### src/rtl/serial_add_pkg.sv
package serial_add_pkg;

  // Strobes from the sequencer to the datapath
  typedef struct packed {
    logic loadEn;   // capture operands, clear carry
    logic shiftEn;  // process one bit pair
    logic lastBit;  // this shift handles the top bit
  } addStrobes_t;

endpackage

### src/rtl/bit_full_add.sv
module bit_full_add (
  input  logic a,
  input  logic b,
  input  logic cin,
  output logic sum,
  output logic cout
);

  always_comb begin
    sum  = a ^ b ^ cin;
    cout = (a & b) | (cin & (a ^ b));
  end

endmodule

### src/rtl/serial_add_ctrl.sv
module serial_add_ctrl
  import serial_add_pkg::*;
#(
  parameter int WIDTH = 32
) (
  input  logic        clk,
  input  logic        rstN,
  input  logic        startLoad,
  output addStrobes_t strb,
  output logic        done
);

  localparam int CW = (WIDTH > 2) ? $clog2(WIDTH) : 1;
  localparam logic [CW-1:0] LAST = CW'(WIDTH - 1);

  logic          busy;
  logic [CW-1:0] bitCount;
  logic          accept;

  always_comb begin
    accept       = startLoad && !busy;
    strb.loadEn  = accept;
    strb.shiftEn = busy;
    strb.lastBit = busy && (bitCount == LAST);
  end

  always_ff @(posedge clk) begin
    if (!rstN) begin
      busy     <= 1'b0;
      bitCount <= '0;
      done     <= 1'b0;
    end else begin
      done <= 1'b0;
      if (accept) begin
        busy     <= 1'b1;
        bitCount <= '0;
      end else if (busy) begin
        if (bitCount == LAST) begin
          busy     <= 1'b0;
          bitCount <= '0;
          done     <= 1'b1;
        end else begin
          bitCount <= bitCount + 1'b1;
        end
      end
    end
  end

  // completion is a single-cycle pulse
  a_r3_done_single : assert property (@(posedge clk) disable iff (!rstN)
    done |=> !done);

  // the last shift is followed by done
  a_r3_done_after_last : assert property (@(posedge clk) disable iff (!rstN)
    strb.lastBit |=> done);

  // a running operation advances one bit per clock whatever startLoad does
  a_r6_busy_advance : assert property (@(posedge clk) disable iff (!rstN)
    (busy && !strb.lastBit) |=> (busy && bitCount == $past(bitCount) + 1'b1));

  // a start on the done cycle is accepted
  a_r8_start_on_done : assert property (@(posedge clk) disable iff (!rstN)
    (done && startLoad) |=> busy);

endmodule

### src/rtl/serial_add_dp.sv
module serial_add_dp
  import serial_add_pkg::*;
#(
  parameter int WIDTH = 32
) (
  input  logic             clk,
  input  logic             rstN,
  input  addStrobes_t      strb,
  input  logic [WIDTH-1:0] opA,
  input  logic [WIDTH-1:0] opB,
  output logic [WIDTH-1:0] sumOut,
  output logic             carryOut
);

  logic [WIDTH-1:0] shA;
  logic [WIDTH-1:0] shB;
  logic [WIDTH-1:0] resultQ;
  logic             carryQ;
  logic             carryOutQ;
  logic             sumBit;
  logic             carryNext;

  bit_full_add u_fa (
    .a    (shA[0]),
    .b    (shB[0]),
    .cin  (carryQ),
    .sum  (sumBit),
    .cout (carryNext)
  );

  always_ff @(posedge clk) begin
    if (!rstN) begin
      shA       <= '0;
      shB       <= '0;
      resultQ   <= '0;
      carryQ    <= 1'b0;
      carryOutQ <= 1'b0;
    end else if (strb.loadEn) begin
      shA    <= opA;
      shB    <= opB;
      carryQ <= 1'b0;
    end else if (strb.shiftEn) begin
      shA     <= shA >> 1;
      shB     <= shB >> 1;
      resultQ <= {sumBit, resultQ[WIDTH-1:1]};
      carryQ  <= carryNext;
      if (strb.lastBit) carryOutQ <= carryNext;
    end
  end

  assign sumOut   = resultQ;
  assign carryOut = carryOutQ;

  // load clears the running carry
  a_r2_carry_clear : assert property (@(posedge clk) disable iff (!rstN)
    strb.loadEn |=> (carryQ == 1'b0));

  // load captures operand A as presented
  a_r2_capture_a : assert property (@(posedge clk) disable iff (!rstN)
    strb.loadEn |=> (shA == $past(opA)));

  // result holds when nothing is shifting
  a_r7_sum_hold : assert property (@(posedge clk) disable iff (!rstN)
    (!strb.loadEn && !strb.shiftEn) |=> $stable(resultQ));

  // carry-out only changes on the last shift
  a_r5_cout_hold : assert property (@(posedge clk) disable iff (!rstN)
    !strb.lastBit |=> $stable(carryOutQ));

endmodule

### src/rtl/serial_word_adder.sv
module serial_word_adder
  import serial_add_pkg::*;
#(
  parameter int WIDTH = 32
) (
  input  logic             clk,
  input  logic             rstN,
  input  logic             startLoad,
  input  logic [WIDTH-1:0] opA,
  input  logic [WIDTH-1:0] opB,
  output logic [WIDTH-1:0] sumOut,
  output logic             carryOut,
  output logic             done
);

  addStrobes_t strb;

  serial_add_ctrl #(.WIDTH(WIDTH)) u_ctrl (
    .clk       (clk),
    .rstN      (rstN),
    .startLoad (startLoad),
    .strb      (strb),
    .done      (done)
  );

  serial_add_dp #(.WIDTH(WIDTH)) u_dp (
    .clk      (clk),
    .rstN     (rstN),
    .strb     (strb),
    .opA      (opA),
    .opB      (opB),
    .sumOut   (sumOut),
    .carryOut (carryOut)
  );

  // outputs are quiet while reset is held
  a_r1_reset_quiet : assert property (@(posedge clk)
    !rstN |=> (sumOut == '0 && !carryOut && !done));

endmodule

### config.mk
export PLATFORM = sky130hd
export DESIGN_NAME = serial_word_adder
export DESIGN_NICKNAME = d
export VERILOG_FILES = /design/src/rtl/serial_add_pkg.sv /design/src/rtl/bit_full_add.sv /design/src/rtl/serial_add_ctrl.sv /design/src/rtl/serial_add_dp.sv /design/src/rtl/serial_word_adder.sv
export SDC_FILE = /design/constraint.sdc
export NUM_CORES = 1
export LEC_CHECK = 0
export BUFFER_PORTS_ARGS = -buffer_cell sky130_fd_sc_hd__buf_2
export CAP_MARGIN = 20
export CORE_MARGIN = 3
export CORE_UTILIZATION = 47
export CTS_CLUSTER_SIZE = 8
export DETAILED_ROUTE_END_ITERATION = 10
export PLACE_DENSITY = 0.81
export SKIP_CTS_REPAIR_TIMING = 1
export SYNTH_ARGS = -nofsm -noshare
export SYNTH_HDL_FRONTEND = slang
export SYNTH_SLANG_ARGS = --single-unit
### constraint.sdc
create_clock -name clk -period 1.2 [get_ports clk]
set_input_delay 0.24 -clock clk [delete_from_list [all_inputs] [get_ports clk]]
set_output_delay 0.24 -clock clk [all_outputs]
set_load 0.01 [all_outputs]
# ---- Word-level counts from Yosys, hierarchy flattened
# Cells that the tools add are included.
dict set report totals {
  register_bits 105
  inputBits 67
  out_inout_bits 34
  elab_cells 35
}
dict set report classes {
  addsub 1
  n_eq_ne 1
  n_mux 9
  bitwise_logic 8
  n_reduce_logical 8
}
# op n
set ops {}
lappend ops {{2-to-1 mux 32 bit} 4}
lappend ops {{adder 5 x 1 -> 5 bit, second input constant} 1}
lappend ops {{equality test 5 bit, second input constant} 1}
lappend ops {{2-to-1 mux 5 bit} 1}
lappend ops {{2-to-1 mux 1 bit} 4}
lappend ops {{inverter 1 bit} 3}
lappend ops {{AND reduction 3 bit} 1}
lappend ops {{OR reduction 3 bit} 1}
lappend ops {{AND 1 bit} 2}
lappend ops {{logical AND 1 bit} 2}
lappend ops {{AND reduction 2 bit} 1}
lappend ops {{nonzero test 2 bit} 1}
lappend ops {{OR reduction 2 bit} 1}
lappend ops {{bitwise XOR 1 bit} 2}
lappend ops {{logical NOT 1 bit} 1}
lappend ops {{bitwise OR 1 bit} 1}

# ---- Depth between registers and ports, before layout
# Gate-level depths: netlist of run 1.
dict set report depth {
  word_depth 4
  mapped_depth 6
  depth_no_buf 6
}

# ---- By module
# A second synthesis of run 1 with hierarchy kept.
dict set report unflattened {
  cells_unflattened 471
  area_unflattened_um2 4401.7
}
# mod n_inst cells_each area_per_inst_um2 seq_area_each_um2
set modules_own_cells {}
lappend modules_own_cells {serial_add_dp 1 432 4007.6 1961.9}
lappend modules_own_cells {serial_add_ctrl 1 38 374.1 140.1}
lappend modules_own_cells {bit_full_add 1 1 20.0 0.0}

# ---- Worst setup path before layout of run 1
# No wires, ideal clock.
dict set report synth_path {
  path_type {register -> register}
  startpoint {register u_ctrl.bitCount[0]}
  endpoint {register u_ctrl.bitCount[0]}
  setup_time_ps 65
  arrival_ps 1236
  t_required_ps 1135
  setup_slack_ps -101
  path_stages_with_launch 7
  path_buffers 0
  synth_period_minus_slack_ps 1301
  path_cell_list {dfxtp_1 ha_1 and3_1 ha_1 nor3b_1 a31oi_1 nor2b_1}
}
dict set report synth_via {
  elab_chain_len 2
  word_cells_on_any_way 3
  classes_between {add/sub (1); eq/ne (1); mux (1)}
}
# item line
set synth_rtl {}
lappend synth_rtl {{start, declared} serial_add_ctrl.sv:17} ;# logic [CW-1:0] bitCount;
lappend synth_rtl {{start signal, assigned} serial_add_ctrl.sv:43} ;# bitCount <= bitCount + 1'b1;
lappend synth_rtl {{adder 5 x 1 -> 5 bit or equality test 5 bit (tied branches)} {serial_add_ctrl.sv:43, serial_add_ctrl.sv:38}}
lappend synth_rtl {{2-to-1 mux 5 bit (*)} serial_add_ctrl.sv:38} ;# if (bitCount == LAST) begin
# Mark *: on every way between the ends. The rest lies on a longest branch, timed or not.
# A chain may end at the register's enable or synchronous reset.

# ---- Worst setup path after layout of run 1
dict set report layout_path {
  startpoint {register u_ctrl.bitCount[0]}
  endpoint {register u_dp.carryOutQ (netlist: u_dp.carryOut)}
}
dict set report layout_via {
  elab_chain_len 3
}
# item line
set layout_rtl {}
lappend layout_rtl {{equality test 5 bit} serial_add_ctrl.sv:24} ;# strb.lastBit = busy && (bitCount == LAST);
lappend layout_rtl {{logical AND 1 bit} serial_add_ctrl.sv:24}
lappend layout_rtl {{AND reduction 3 bit (no source line)} --}
lappend layout_rtl {{end signal, assigned} serial_add_dp.sv:47} ;# if (strb.lastBit) carryOutQ <= carryNext;
lappend layout_rtl {{end, declared} serial_add_dp.sv:19} ;# logic carryOutQ;
# No other way between the ends.

==> summary.md, run 1 <==
| Metric | Value |
|---|---|
| Status | complete, but fails checks |
| Failing checks | setup timing |
| CP Launch Type | flip-flop |
| Final setup violation count | 3 |
| # placed instances | 616 |
| Crit-path cells | ha_4 -> and3_4 -> ha_4 -> nand2_1 -> nand2_1 -> a21boi_0 |
| Vias per cell | 5.25 |
| RR Endpoint | u_dp.carryOut |
| Number of cell rows | 34 |
| I/O pin total | 101 |
| Post-layout min period | 1.25 ns |
| Relative slew slack | 82.5% |
| Worst reg-to-reg setup slack | -0.05 ns |
| Overall global routing resource usage | 16.1% |
| CP Class | reg2reg |
| RSZ-0062 raised after global routing | yes |
| Synth cell count leaders | 105 x dfxtp_1, 96 x mux2i_1, 66 x a21oi_1, 60 x o21ai_0, 36 x nor2b_1 |
| Die area | 10600 um^2 |
| Clk slew on worst S/H paths | 0.09 ns |
| Max clock buf depth | 2 |
| Syn_nets | 503 |
| CP Capture Point | u_dp.carryOut |
| Syn avg cell area | 10.2 um^2 |
| Min-Delay Path Class | in2reg |
| WP data arrival | 1.52 ns |
| Vias in the first global route | 3093 |
| First-pass DRT Iterations | 4 |
| Number of port buffers | 100 |
| CP Data Required Time | 1.47 ns |
| Final hold slack | 0.137 ns |
| Layout fillers | 787 |
| Clock sinks | 105 |
| Final Skew | 0.00967 ns |
| CP max-delay cell | dfxtp_4 |
| Critical Path Stages | 6 |
| Detailed-route wire length per cell | 13.4 um |
| DRT Wirelength | 8490 um |
| Final Hold Fails | 0 |
| Die Y | 103 um |
| Final design utilization | 59.3% |
| Layout net count | 591 |
| Layout area overhead | 19.8% |
| Synth area leaders | dfxtp_1 48%, mux2i_1 22%, a21oi_1 7.5% |
| Slew Limit Fails | 0 |
| Sequential area share after synthesis | 47.8% |
| Worst skew pair latency | 0.35 ns |
| Synth area leader | dfxtp_1 |
| CTS tree | built |
| Final Wtd Congestion | 0.755 |
| Post-synth top area share | 47.8% |
| Share of layout cells above drive strength 1 | 27.2% |
| PnR Total Power | 6.98 mW |
| Slowest stage delay, CP | 0.36 ns |
| Primary FF master, synth | dfxtp_1 |
| H-tree depth | 3 |
| Worst Reg2Reg Path Length in Cells | 6 |
| Critical path origin | u_ctrl.bitCount[0] |
| First-pass GRT wire length | 13600 um |
| Syn Inst Count | 432 |
| Buf/Inv on CP | 0 |
| Gr ovfl total | 0 |
| Max Clock Freq | 0.801 GHz |
| CP Max Fanout | 4 |
| Cell family with most CP delay | flip-flops |
| Num CTS Buffers | 9 |
| Layout Cells excl Fill | 633 |
| Yosys reg bits | 105 |
| Final period util | 104% |
| DRC violations left | 0 |
| Via count | 3323 |
| Iteration-0 DRC Markers | 52 |
| Post-route setup slack | -0.0490 ns |
| Initial antenna violation count | 0 |
| Routed Antenna Nets | 0 |
| Static Leak | 2.34 nW |
| Pwr/cell area | 1320 nW/um^2 |
| YS warnings | 0 |
| Post-DP HPWL | 5850 um |
| Worst Max-Slew Pin Slew | 0.262 ns |
| Ys async rst share | 0% |
| DIE WIDTH | 103 um |
| Largest net degree at the start of global routing | 67 |
| MaxCap Viol Count | 0 |
| Core ar. | 8890 um^2 |
| Initial core utilization | 49.5% |
| CP endpoint kind | flip-flop |
| Most frequent cell after synthesis | dfxtp_1 |
| N_diodes | 0 |
| Synth unique cells | 29 |
| Crit Reg-Reg Startpoint | u_ctrl.bitCount[0] |
| Worst-case vdd ir drop | 689 uV |
| Number of synthesized flops with an enable pin | 0 |
| Area of the mapped netlist | 4400 um^2 |
| Root Driver | clkbuf_8 |
## tightest hold or removal path, cell delays in order
cell and delay [ns]:
buf_2 0.08, mux2i_1 0.06, nor2_1 0.08
## layer usage
metal | vias to the layer above | wire length, um | global-route usage (%)
li1 | 1702 | - | -
met1 | 1526 | 3840 | 19.9
met2 | 83 | 4100 | 27.3
met3 | 12 | 385 | 3.18
met4 | 0 | 160 | 6.77
met5 | - | 0 | 0
## worst min path at each step
stage,startpoint,endpoint,slack [ns],cells after the start
2_1_floorplan,opA[31],u_dp.shA[31],0.39,2
3_3_place_gp,u_dp.carryOut,u_dp.carryOut,0.46,2
3_5_place_dp,u_dp.carryOut,u_dp.carryOut,0.47,2
4_1_cts,opA[31],u_dp.shA[31],0.12,3
5_1_grt,opA[31],u_dp.shA[31],0.14,3
6_report,opA[31],u_dp.shA[31],0.14,3
## through the flow
| step | setup TNS (ns) | worst slack (ns) | cell area, um^2 |
|---|---|---|---|
| floorplan | 0 | 0.00185 | 4430 |
| global placement | -0.0213 | -0.0213 | 5010 |
| detailed placement | -0.154 | -0.0656 | 5010 |
| CTS | -0.320 | -0.0844 | 5230 |
| global route | -0.381 | -0.112 | 5270 |
| finish | -0.114 | -0.0490 | 5270 |
## cell type report
class	instances	area (um^2)	area share, %
clock buffer	9	124	2.35
sequential	105	2110	40.1
tap	108	135	2.56
inverter	2	10.0	0.190
multi-input combinational	287	2070	39.4
clock inverter	7	100	1.90
timing repair buffer	115	716	13.6
## cell families (layout without fill, tap and decap cells)
kind of cell,count (synthesis),after routing,synth area share [%]
adder cells (fa/ha/maj),4,4,1.31
AO/OA/AOI/OAI,133,133,15.3
flip-flops,105,105,47.8
multiplexers,96,96,21.8
XOR/XNOR,2,2,0.398
AND/OR/NAND/NOR,52,52,7.11
buffers and inverters,40,133,6.23
## power breakdown
group / total (mW) / internal [mW] / switching [mW]
Clock: 2.40 / 1.19 / 1.20
Sequential: 3.78 / 3.68 / 0.0989
Combinational: 0.807 / 0.406 / 0.401
Total: 6.98 / 5.28 / 1.70
## state kept, by name (all words and copies together) (netlist names)
register / cells
u_dp.shB: 32
u_ctrl.done: 1
u_ctrl.busy: 1
u_ctrl.bitCount: 5
u_dp.carryOut: 1
u_dp.carryQ: 1
u_dp.sumOut: 32
u_dp.shA: 32
## cell usage in the layout, fill, tap and decap left out, drive strengths merged
cell type	Yosys	final
a211oi	1	1
a21boi	1	1
a21oi	66	66
a31oi	1	1
and3	3	3
buf	24	115
bufinv	0	2
clkbuf	14	9
clkinv	0	3
dfxtp	105	105
fa	1	1
ha	3	3
inv	2	4
mux2i	96	96
nand2	4	4
nand3	1	1
nand4	1	1
nor2	2	2
nor2b	36	36
nor3	1	1
nor3b	4	4
o21a	1	1
o21ai	63	63
xnor2	1	1
xor2	1	1
(Power assumes the default switching activity.)
==> inputs of run 2 (changes only) <==
--- a/config.mk
+++ b/config.mk
@@ -11,7 +11,7 @@
 export CORE_UTILIZATION = 47
 export CTS_CLUSTER_SIZE = 8
 export DETAILED_ROUTE_END_ITERATION = 10
-export PLACE_DENSITY = 0.81
+export PLACE_DENSITY_LB_ADDON = 0.1
 export SKIP_CTS_REPAIR_TIMING = 1
 export SYNTH_ARGS = -nofsm -noshare
 export SYNTH_HDL_FRONTEND = slang
==> summary.md, run 2 (synthesized netlist as in run 1, its figures left out) <==
| Metric | Value |
|---|---|
| Status | complete, but fails checks |
| Failing checks | setup timing |
| Final period util | 103% |
| Final Hold Fails | 0 |
| DRT Wirelength | 8240 um |
| FF/Latch Area | 2110 um^2 |
| Post-route setup slack | -0.0323 ns |
| Gr ovfl total | 0 |
| Final Skew | 0.00884 ns |
| Metal3 WL | 493 um |
| Worst-case vdd ir drop | 619 uV |
| Layout fillers | 799 |
| Pwr/cell area | 1290 nW/um^2 |
| H-tree depth | 3 |
| Vias in the first global route | 3011 |
| Setup TNS | -0.0323 ns |
| Final design utilization | 59.0% |
| DIE WIDTH | 103 um |
| Layout net count | 593 |
| Comb pwr share | 11.7% |
| Min-Delay Path Class | in2reg |
| Detailed-route wire length per cell | 13.0 um |
| Relative slew slack | 79.1% |
| Iteration-0 DRC Markers | 68 |
| Clock sinks | 105 |
| Via count | 3232 |
| CTS tree | built |
| Largest net degree at the start of global routing | 66 |
| Num CTS Buffers | 9 |
| MaxCap Viol Count | 0 |
| Number of port buffers | 100 |
| I/O pin total | 101 |
| Share of layout cells above drive strength 1 | 27.1% |
| Worst Max-Slew Pin Slew | 0.313 ns |
| Area taken by multi-input logic gates | 2070 um^2 |
| Number of cell rows | 34 |
| CP Data Required Time | 1.48 ns |
| Routed Antenna Nets | 0 |
| CP Launch Type | flip-flop |
| CP Class | reg2reg |
| Reg power frac | 55.5% |
| Commonest non-fill, non-tap cell in the layout | dfxtp_1 |
| Critical path origin | u_ctrl.bitCount[0] |
| Post-layout min period | 1.23 ns |
| WP data arrival | 1.52 ns |
| DRC violations left | 0 |
| Max clock buf depth | 2 |
| Static Leak | 2.34 nW |
| Design area | 5250 um^2 |
| Die area | 10600 um^2 |
| P_int | 5.17 mW |
| Layout area overhead | 19.3% |
| Initial core utilization | 49.5% |
| Clk slew on worst S/H paths | 0.09 ns |
| # placed instances | 619 |
| Max Clock Freq | 0.812 GHz |
| Layout Cells excl Fill | 635 |
| Area post-placement | 5020 um^2 |
| Post-DP HPWL | 5650 um |
| Slew Limit Fails | 0 |
| First-pass DRT Iterations | 4 |
| Worst skew pair latency | 0.35 ns |
| Post-Route M1 WL | 3760 um |
| First-pass GRT wire length | 13200 um |
| RSZ-0062 raised after global routing | yes |
| Initial antenna violation count | 0 |
| Vias per cell | 5.09 |
| Clk pwr share | 32.7% |
| CP Max Fanout | 4 |
| Met2 Routed Length | 3860 um |
| Root Driver | clkbuf_8 |
| Crit Reg-Reg Startpoint | u_ctrl.bitCount[0] |
| Top layer reached by signal wires | met4 |
| Core ar. | 8890 um^2 |
| N_diodes | 0 |
| Die Y | 103 um |
| Sw frac | 24.0% |
| Overall global routing resource usage | 15.6% |
| CP endpoint kind | flip-flop |
| Final setup violation count | 1 |
| Commonest non-fill, non-tap cells in the layout | 102 x dfxtp_1, 99 x buf_2, 96 x mux2i_1 |
| Hold Path Origin | opB[31] |
| Net switching power | 1.63 mW |
| Final Wtd Congestion | 0.760 |
## run 2: changes by cell type in the layout (fill, tap and decap cells not counted), sizes merged
cell / change
inv: -1
bufinv: -1
clkbuf: +3
buf: +2
clkinv: -1
## run 2: final timing paths
kind	to	slack, ns	cells past startpoint
worst max-delay path	u_ctrl.bitCount[0]	-0.03	6
worst min register to register	u_dp.carryOut	0.46	2
worst max register to register	u_ctrl.bitCount[0]	-0.03	6
worst min-delay path	u_dp.shB[31]	0.12	3
## run 2: critical path: stages (launching register included)
cell and delay (ns):
dfxtp_4 0.36, ha_4 0.15, and3_4 0.18, ha_4 0.17, nor3b_2 0.14, a31oi_1 0.06
nor2b_1 0.10
## run 2: stage by stage
stage | worst slack (ns) | hold slack, ns | power [mW]
floorplan | 0.00185 | 0.387 | 4.43
global placement | -0.0275 | 0.458 | 4.63
detailed placement | -0.0482 | 0.470 | 4.66
CTS | -0.0733 | 0.101 | 6.89
global route | -0.101 | 0.138 | 7.13
finish | -0.0323 | 0.122 | 6.79
## run 2: power by group through the flow
stage / sequential, mW / clock, mW / combinational, mW
2_1_floorplan: 3.83 / 0 / 0.603
3_3_place_gp: 3.85 / 0 / 0.787
3_5_place_dp: 3.85 / 0 / 0.808
4_1_cts: 3.77 / 2.31 / 0.810
5_1_grt: 3.80 / 2.44 / 0.894
6_report: 3.77 / 2.22 / 0.797
## run 2: area by class of cell
class	count	area share [%]
timing repair buffer	117	13.7
inverter	2	0.191
multi-input combinational	287	39.5
clock buffer	12	2.96
tap	108	2.57
sequential	105	40.2
clock inverter	4	0.954
## run 2: layer usage
layer | up-vias | GRT usage [%]
li1 | 1702 | -
met1 | 1459 | 18.4
met2 | 62 | 26.3
met3 | 9 | 4.53
met4 | 0 | 6.87
met5 | - | 0
